--- config.mk ---
export PLATFORM = sky130hd
export DESIGN_NAME = segld_check
export DESIGN_NICKNAME = d
export VERILOG_FILES = /design/src/rtl/segld_pkg.sv /design/src/rtl/segld_decode.sv /design/src/rtl/segld_rules.sv /design/src/rtl/segld_check.sv
export SDC_FILE = /design/constraint.sdc
export NUM_CORES = 1
export LEC_CHECK = 0
export ABC_AREA = 1
export BUFFER_PORTS_ARGS = -buffer_cell sky130_fd_sc_hd__buf_4
export CAP_MARGIN = 20
export CORE_MARGIN = 2
export CORE_UTILIZATION = 48
export DETAILED_ROUTE_END_ITERATION = 8
export MAX_ROUTING_LAYER = met4
export PLACE_DENSITY = 0.79
export SLEW_MARGIN = 15
export SYNTH_ARGS = -nofsm -noshare
export SYNTH_HDL_FRONTEND = slang
export SYNTH_HIERARCHICAL = 1
export SYNTH_SLANG_ARGS = --single-unit
--- constraint.sdc ---
create_clock -name clk -period 7.55 [get_ports clk]
set_input_delay 0 -clock clk [delete_from_list [all_inputs] [get_ports clk]]
set_output_delay 0 -clock clk [all_outputs]
set_load 0.05 [all_outputs]
--- src/rtl/segld_pkg.sv ---
package segld_pkg;
  localparam int SEL_W   = 16;
  localparam int DESC_W  = 64;
  localparam int ACC_LSB = 40;
  localparam int ACC_W   = 8;
  localparam int PL_W    = 2;

  typedef enum logic [2:0] {
    DST_CS, DST_SS, DST_DS, DST_ES, DST_FS, DST_GS, DST_LDTR, DST_TR
  } dst_e;

  typedef enum logic [2:0] {
    LK_MOV, LK_JMP, LK_CALL, LK_IRET, LK_RETF
  } kind_e;

  typedef enum logic [1:0] {
    FLT_NONE, FLT_GP, FLT_NP, FLT_SS
  } flt_e;

  typedef struct packed {
    logic            present;
    logic [PL_W-1:0] dpl;
    logic            is_sys;
    logic            is_code;
    logic            conf;
    logic            readable;
    logic            writable;
    logic            is_ldt;
    logic            is_tss;
    logic            is_callgate;
    logic            is_taskgate;
  } attr_t;
endpackage

--- src/rtl/segld_decode.sv ---
module segld_decode
  import segld_pkg::*;
(
  input  logic [ACC_W-1:0] acc,
  output attr_t            attr
);
  logic [3:0] ty;

  always_comb begin
    ty               = acc[3:0];
    attr.present     = acc[7];
    attr.dpl         = acc[6:5];
    attr.is_sys      = ~acc[4];
    attr.is_code     = acc[4] & ty[3];
    attr.conf        = ty[2];
    attr.readable    = ty[1];
    attr.writable    = ty[1];
    attr.is_ldt      = ~acc[4] & (ty == 4'h2);
    attr.is_tss      = ~acc[4] & ~ty[2] & ty[0];
    attr.is_callgate = ~acc[4] & (ty[2:0] == 3'b100);
    attr.is_taskgate = ~acc[4] & (ty == 4'h5);
  end
endmodule

--- src/rtl/segld_rules.sv ---
module segld_rules
  import segld_pkg::*;
(
  input  dst_e            dst,
  input  kind_e           kind,
  input  logic [PL_W-1:0] cpl,
  input  logic [SEL_W-1:0] sel,
  input  logic            ldtr_present,
  input  attr_t           attr,
  output flt_e            fault,
  output logic            gate,
  output logic            tsw,
  output logic            null_load,
  output logic [PL_W-1:0] new_cpl
);
  logic [PL_W-1:0] rpl;
  logic [PL_W-1:0] eff;
  logic            sel_null;
  logic            jmpcall;
  logic            type_bad;
  logic            priv_bad;

  always_comb begin
    rpl      = sel[PL_W-1:0];
    eff      = (cpl > rpl) ? cpl : rpl;
    sel_null = (sel[SEL_W-1:2] == '0);
    jmpcall  = (kind == LK_JMP) || (kind == LK_CALL);
  end

  // Fixed ranking: table check, null selector, type and privilege, presence.
  always_comb begin
    fault     = FLT_NONE;
    gate      = 1'b0;
    tsw       = 1'b0;
    null_load = 1'b0;
    type_bad  = 1'b0;
    priv_bad  = 1'b0;
    new_cpl   = cpl;
    if (sel[2] && !ldtr_present && (dst != DST_LDTR)) begin
      fault = FLT_GP;
    end else if (sel_null) begin
      if ((dst == DST_CS) || (dst == DST_SS) || (dst == DST_TR)) fault = FLT_GP;
      else null_load = 1'b1;
    end else begin
      case (dst)
        DST_CS: begin
          if (attr.is_sys) begin
            if (jmpcall && (attr.is_callgate || attr.is_taskgate)) begin
              gate     = 1'b1;
              tsw      = attr.is_taskgate;
              priv_bad = attr.dpl < eff;
            end else if (attr.is_tss && (jmpcall || (kind == LK_IRET))) begin
              tsw      = 1'b1;
              priv_bad = (kind != LK_IRET) && (eff > attr.dpl);
            end else begin
              type_bad = 1'b1;
            end
          end else if (!attr.is_code) begin
            type_bad = 1'b1;
          end else if (attr.conf) begin
            priv_bad = attr.dpl > eff;
          end else begin
            priv_bad = attr.dpl != eff;
          end
        end
        DST_SS: begin
          type_bad = attr.is_sys | attr.is_code | ~attr.writable;
          priv_bad = eff > attr.dpl;
        end
        DST_LDTR: type_bad = ~attr.is_ldt;
        DST_TR:   type_bad = ~attr.is_tss;
        default: begin
          type_bad = attr.is_sys | (attr.is_code & ~attr.readable);
          priv_bad = ~(attr.is_code & attr.conf) & (eff > attr.dpl);
        end
      endcase
      if (type_bad || priv_bad) fault = FLT_GP;
      else if (!attr.present) fault = (dst == DST_SS) ? FLT_SS : FLT_NP;
      if ((kind == LK_RETF) && (dst == DST_CS) && !gate && (fault == FLT_NONE))
        new_cpl = eff;
    end
  end
endmodule

--- src/rtl/segld_check.sv ---
module segld_check
  import segld_pkg::*;
(
  input  logic              clk,
  input  logic              rst_n,
  input  logic              req,
  input  logic [2:0]        req_dst,
  input  logic [2:0]        req_kind,
  input  logic [PL_W-1:0]   req_cpl,
  input  logic [SEL_W-1:0]  req_sel,
  input  logic [DESC_W-1:0] req_desc,
  input  logic              ldtr_present,
  output logic              done,
  output logic              accept,
  output logic [1:0]        fault,
  output logic [SEL_W-1:0]  err_code,
  output logic [DESC_W-1:0] desc_out,
  output logic              via_gate,
  output logic              task_switch,
  output logic [PL_W-1:0]   cpl_out
);
  localparam logic [SEL_W-1:0] ERR_MASK = {{(SEL_W-2){1'b1}}, 2'b00};

  logic              rst_s1, rst_sync_n;
  attr_t             attr;
  flt_e              flt_c;
  logic              gate_c, tsw_c, null_c;
  logic [PL_W-1:0]   cpl_c;

  logic              done_d, accept_d, gate_d, tsw_d;
  logic [1:0]        fault_d;
  logic [SEL_W-1:0]  err_d;
  logic [DESC_W-1:0] desc_d;
  logic [PL_W-1:0]   cpl_d;

  always_ff @(posedge clk or negedge rst_n) begin
    if (!rst_n) begin
      rst_s1     <= 1'b0;
      rst_sync_n <= 1'b0;
    end else begin
      rst_s1     <= 1'b1;
      rst_sync_n <= rst_s1;
    end
  end

  segld_decode u_decode (
    .acc  (req_desc[ACC_LSB +: ACC_W]),
    .attr (attr)
  );

  segld_rules u_rules (
    .dst          (dst_e'(req_dst)),
    .kind         (kind_e'(req_kind)),
    .cpl          (req_cpl),
    .sel          (req_sel),
    .ldtr_present (ldtr_present),
    .attr         (attr),
    .fault        (flt_c),
    .gate         (gate_c),
    .tsw          (tsw_c),
    .null_load    (null_c),
    .new_cpl      (cpl_c)
  );

  always_comb begin
    done_d   = req;
    accept_d = (flt_c == FLT_NONE);
    fault_d  = flt_c;
    err_d    = accept_d ? '0 : (req_sel & ERR_MASK);
    desc_d   = (accept_d && !null_c) ? req_desc : '0;
    gate_d   = accept_d & gate_c;
    tsw_d    = accept_d & tsw_c;
    cpl_d    = cpl_c;
  end

  always_ff @(posedge clk or negedge rst_sync_n) begin
    if (!rst_sync_n) begin
      done        <= 1'b0;
      accept      <= 1'b0;
      fault       <= '0;
      err_code    <= '0;
      desc_out    <= '0;
      via_gate    <= 1'b0;
      task_switch <= 1'b0;
      cpl_out     <= '0;
    end else begin
      done <= done_d;
      if (req) begin
        accept      <= accept_d;
        fault       <= fault_d;
        err_code    <= err_d;
        desc_out    <= desc_d;
        via_gate    <= gate_d;
        task_switch <= tsw_d;
        cpl_out     <= cpl_d;
      end
    end
  end

  AST_RESULT_NEXT_CYCLE: assert property (@(posedge clk) disable iff (!rst_sync_n)
    req |=> done);
  AST_ACCEPT_XOR_FAULT: assert property (@(posedge clk) disable iff (!rst_sync_n)
    done |-> (accept == (fault == 2'd0)));
  AST_FAULT_CLEAN: assert property (@(posedge clk) disable iff (!rst_sync_n)
    (done && !accept) |-> (desc_out == '0 && !via_gate && !task_switch && err_code[1:0] == 2'b00));
  AST_LDT_FIRST: assert property (@(posedge clk) disable iff (!rst_sync_n)
    (req && req_sel[2] && !ldtr_present && req_dst != 3'd6) |=> (fault == 2'd1));
  AST_NULL_ZERO: assert property (@(posedge clk) disable iff (!rst_sync_n)
    (req && req_sel[SEL_W-1:2] == '0 && req_dst >= 3'd2 && req_dst <= 3'd6) |=> (accept && desc_out == '0));
  AST_STACK_FAULT_ONLY_SS: assert property (@(posedge clk) disable iff (!rst_sync_n)
    (req && req_dst != 3'd1) |=> (fault != 2'd3));
  AST_CPL_NEVER_RAISED: assert property (@(posedge clk) disable iff (!rst_sync_n)
    req |=> (cpl_out >= $past(req_cpl)));
  AST_HOLD_IDLE: assert property (@(posedge clk) disable iff (!rst_sync_n)
    !req |=> ($stable(accept) && $stable(fault) && $stable(err_code) && $stable(desc_out) && $stable(cpl_out)));
endmodule

==> report_table.html <==
<table>
<tr><th>Metric</th><th>Value</th></tr>
<tr><th colspan="2">Logic synthesis</th></tr>
<tr><td>Dominant register cell in the synthesized netlist</td><td>dfrtp_1</td></tr>
<tr><td>Post-synthesis compound-gate area fraction</td><td>0.0310</td></tr>
<tr><td>Biggest area consumer among synthesized cells</td><td>dfrtp_1</td></tr>
<tr><td>Adder-cell share of the synthesized area</td><td>0.0160</td></tr>
<tr><td>Library cells used by synthesis</td><td>31</td></tr>
<tr><td>Proportion of synthesized flip-flops having asynchronous set or reset</td><td>1.00</td></tr>
<tr><td>Count of flip-flops with a built-in enable after synthesis</td><td>0</td></tr>
<tr><td>Area fraction of the dominant cell type after synthesis</td><td>0.471</td></tr>
<tr><td>Syn Std Cell Area</td><td>4680 µm²</td></tr>
<tr><td>Synthesis-stage register bit count</td><td>88</td></tr>
<tr><td>Sequential area share after synthesis</td><td>0.471</td></tr>
<tr><td>Synth Warn #</td><td>6</td></tr>
<tr><td>Biggest area contributors in the synthesized netlist</td><td>dfrtp_1 (47%), nand2_1 (17%), nand3_1 (8.1%)</td></tr>
<tr><td>Fraction of synthesized area in multiplexers</td><td>0</td></tr>
<tr><td>Basic-gate share of the synthesized area counting and, or, nand and nor cells</td><td>0.343</td></tr>
<tr><td>Main combinational cell family by area after synthesis</td><td>simple AND/OR/NAND/NOR gates</td></tr>
<tr><td>Post-Synth XOR/XNOR Area</td><td>0</td></tr>
<tr><td>Mean instance size in the synthesized netlist</td><td>7.23 µm²</td></tr>
<tr><td>Cell count after synthesis</td><td>647</td></tr>
<tr><th colspan="2">Setup path</th></tr>
<tr><td>CP peak stage delay</td><td>630 ps</td></tr>
<tr><td>Critical-path cell with the highest stage delay</td><td>buf_4</td></tr>
<tr><td>Required time at the worst-slack endpoint</td><td>7860 ps</td></tr>
<tr><td>Critical Path End Type</td><td>flip-flop</td></tr>
<tr><td>Critical path launch point type</td><td>input port</td></tr>
<tr><td>Ordered list of cells on the worst path</td><td>dlygate4sd3_1, buf_4, inv_1, ha_1, nor2_1, o22ai_1, o21ai_0, inv_1, ha_1, nand2_1, inv_1, a21oi_2, o21ai_0, nand2_1, nand2_1, nand2_1, nor3_2, nor2_4, buf_4, nand3_1, nand2_1</td></tr>
<tr><td>Setup slack of the most critical reg-to-reg path</td><td>6680 ps</td></tr>
<tr><td>Critical path type</td><td>input port to flip-flop</td></tr>
<tr><td>Maximum net fanout on the critical path</td><td>81</td></tr>
<tr><td>WP data arrival</td><td>3640 ps</td></tr>
<tr><td>Most used cell along the critical path</td><td>nand2_1</td></tr>
<tr><th colspan="2">Global route</th></tr>
<tr><td>Global-route wire length before repair</td><td>21300 µm</td></tr>
<tr><td>Vias in the first global route</td><td>4597</td></tr>
<tr><td>Global route overflow</td><td>0</td></tr>
<tr><td>Pin count of the biggest net entering global routing</td><td>88</td></tr>
<tr><td>Initial antenna violation count</td><td>0</td></tr>
<tr><td>Overall global routing resource usage</td><td>0.268</td></tr>
<tr><th colspan="2">Cells and area</th></tr>
<tr><td>Ant diodes</td><td>0</td></tr>
<tr><td>Final nets</td><td>978</td></tr>
<tr><td>Fraction of layout cells with a size suffix above 1</td><td>0.247</td></tr>
<tr><td>Area Overhead vs Synth</td><td>50.3%</td></tr>
<tr><td>Most frequent standard cell in the layout excluding fill and tap cells</td><td>nand2_1</td></tr>
<tr><td>Commonest non-fill, non-tap cells in the layout</td><td>nand2_1 (207), buf_4 (179), inv_1 (92), dfrtp_1 (87), dlygate4sd3_1 (82)</td></tr>
<tr><th colspan="2">Timing</th></tr>
<tr><td>Relative slew slack</td><td>0.389</td></tr>
<tr><td>Post-Route Hold Slack</td><td>112 ps</td></tr>
<tr><td>RSZ-0062 raised after global routing</td><td>false</td></tr>
<tr><td>Total negative slack for setup checks</td><td>0 ps</td></tr>
<tr><td>Slew at the pin closest to its max-slew limit</td><td>917 ps</td></tr>
<tr><td>FMAX</td><td>300 MHz</td></tr>
<tr><td>Number of hold violations in the final report</td><td>0</td></tr>
<tr><td>Clk_skew</td><td>10.6 ps</td></tr>
<tr><td>Number of pins with negative max-slew slack in the final report</td><td>0</td></tr>
<tr><td>Tmin final</td><td>3330 ps</td></tr>
<tr><td>Setup-violating endpoint count in the final report</td><td>0</td></tr>
<tr><td>Fraction of the cycle the final worst path needs</td><td>0.441</td></tr>
<tr><th colspan="2">Power and ir drop</th></tr>
<tr><td>Total net switching power</td><td>0.512 mW</td></tr>
<tr><td>Power consumption</td><td>1.40 mW</td></tr>
<tr><td>Share of power burned in combinational logic</td><td>0.338</td></tr>
<tr><td>Part of the power in registers</td><td>0.395</td></tr>
<tr><td>Portion of total power attributed to the clock network</td><td>0.267</td></tr>
<tr><td>Power density normalized to cell area</td><td>199 nW/µm²</td></tr>
<tr><td>Fraction of power spent switching nets</td><td>0.366</td></tr>
<tr><td>Static power due to leakage</td><td>4.11 nW</td></tr>
<tr><td>IR Drop Worst-Case VDD</td><td>112 µV</td></tr>
<tr><td>Total internal power</td><td>0.885 mW</td></tr>
<tr><th colspan="2">Detailed routing</th></tr>
<tr><td>Remaining antenna violation count after routing</td><td>0</td></tr>
<tr><td>Length of the first detailed-routing pass in iterations</td><td>4</td></tr>
<tr><td>Total Routed Length</td><td>14000 µm</td></tr>
<tr><td>Post-route DRC</td><td>0</td></tr>
<tr><td>Count of vias placed by the detailed router</td><td>4937</td></tr>
<tr><td>DR vias/cell</td><td>4.85</td></tr>
<tr><td>Violation count after the first detailed-routing iteration</td><td>220</td></tr>
<tr><td>Detailed-route wire length per cell</td><td>13.7 µm</td></tr>
<tr><th colspan="2">Clocking</th></tr>
<tr><td>Number of sinks on the clock net</td><td>88</td></tr>
<tr><td>Post-CTS Hold Buffers</td><td>82</td></tr>
<tr><td>Worst-path clk slew</td><td>80 ps</td></tr>
<tr><td>CTS tree</td><td>yes</td></tr>
<tr><td>Maximum number of buffers from clock root to sink</td><td>2</td></tr>
<tr><td>Total setup buffers inserted after CTS</td><td>0</td></tr>
<tr><td>Total number of H-tree levels</td><td>3</td></tr>
<tr><td>Clock root buffer</td><td>clkbuf_8</td></tr>
<tr><td>CTS-repair resized insts</td><td>0</td></tr>
<tr><td>Cts bufs inserted</td><td>9</td></tr>
<tr><td>Clk_lat worst skew</td><td>370 ps</td></tr>
<tr><th colspan="2">Floorplanning</th></tr>
<tr><td>Horizontal die dimension</td><td>103 µm</td></tr>
<tr><td>Ports placed on the boundary</td><td>180</td></tr>
<tr><td>Core Box Area</td><td>9590 µm²</td></tr>
<tr><td>Effective utilization at floorplan</td><td>0.488</td></tr>
<tr><td>Die extent in y</td><td>103 µm</td></tr>
<tr><td>Number of placement rows</td><td>36</td></tr>
<tr><td>Die area</td><td>10600 µm²</td></tr>
<tr><th colspan="2">Outcome</th></tr>
<tr><td>Outcome</td><td>finished clean</td></tr>
<tr><th colspan="2">Place</th></tr>
<tr><td>Hpwl dp</td><td>8260 µm</td></tr>
<tr><td>Routability cong.</td><td>0.898</td></tr>
<tr><td>I/O Buffers</td><td>177</td></tr>
<tr><th colspan="2">Flow run</th></tr>
<tr><td>Number of maximum-capacitance constraint violations</td><td>0</td></tr>
<tr><th colspan="2">Hold path</th></tr>
<tr><td>Hold Path Class</td><td>input port to flip-flop</td></tr>
</table>
==> cells in the mapped netlist (all sizes together) (2+ instances only) <==
cell type / n
dfrtp: 88
nor2: 84
a21oi: 4
buf: 41
or2: 2
conb: 2
nand3: 79
ha: 6
o21ai: 17
inv: 101
nand2: 210
nor3: 3
nand4: 4
==> per-stage QoR <==
stage	worst slack (ps)	utilization	cells	area, µm²
4_1_cts	4280	0.728	1016	6980
3_3_place_gp	4630	0.618	918	5930
3_5_place_dp	4470	0.618	918	5930
6_report	4220	0.733	1018	7030
2_1_floorplan	4920	-	648	4680
5_1_grt	3810	0.733	1018	7030
==> critical path: cells and delay by family <==
family          cells  cell delay, ps
simple gates        9             970
fa+ha+maj           2             560
compound gates      4             560
buf+inv             6            1460
==> final timing paths <==
kind,start,depth (start not counted),endpoint
worst min register to register,rst_sync_n,0,cpl_out[1]
max in group asynchronous,rst_sync_n,1,desc_out[24]
worst min-delay path,req_kind[2],6,via_gate
min in group asynchronous,rst_sync_n,0,cpl_out[1]
worst max-delay path,req_cpl[1],21,desc_out[36]
worst max register to register,rst_sync_n,1,desc_out[24]
==> cell type report <==
| cell class | instances | area, µm² |
|---|---|---|
| Fill cell | 729 | 2560 |
| Sequential cell | 88 | 2210 |
| Multi-Input combinational cell | 417 | 1840 |
| Clock buffer | 12 | 155 |
| Clock inverter | 4 | 76.3 |
| Timing Repair Buffer | 263 | 2210 |
| Tap cell | 133 | 166 |
| Inverter | 101 | 379 |
==> routing by layer <==
layer | wire length (µm) | share of wire | up-vias | track usage
met5 | 0 | 0 | - | -
met4 | 423 | 0.030 | 0 | 0.0972
met3 | 843 | 0.060 | 34 | 0.0583
met2 | 7040 | 0.50 | 186 | 0.439
met1 | 5660 | 0.41 | 2323 | 0.327
li1 | - | - | 2394 | -
==> cell families (layout without fill, tap and decap cells) <==
group / Yosys count / in the layout
AND/OR/NAND/NOR: 384 / 384
buffers and inverters: 143 / 380
flip-flops: 88 / 88
AO/OA/AOI/OAI: 24 / 24
adder cells (fa/ha/maj): 6 / 6
other: 2 / 3
==> state kept, by name, summed over array words and instances (netlist names) <==
name / cells
rst_s1: 1
desc_out: 64
err_code: 14
done: 1
rst_sync_n: 1
via_gate: 1
cpl_out: 2
accept: 1
fault: 2
task_switch: 1
==> power groups by stage <==
stage	Combinational, mW	Clock (mW)	Sequential [mW]
after floorplan	0.119	0	0.727
after global placement	0.419	0	0.565
after detailed placement	0.426	0	0.566
after CTS	0.461	0.381	0.557
after global routing	0.502	0.402	0.557
final	0.472	0.373	0.552
No activity file was read; power rests on OpenSTA's default activity.
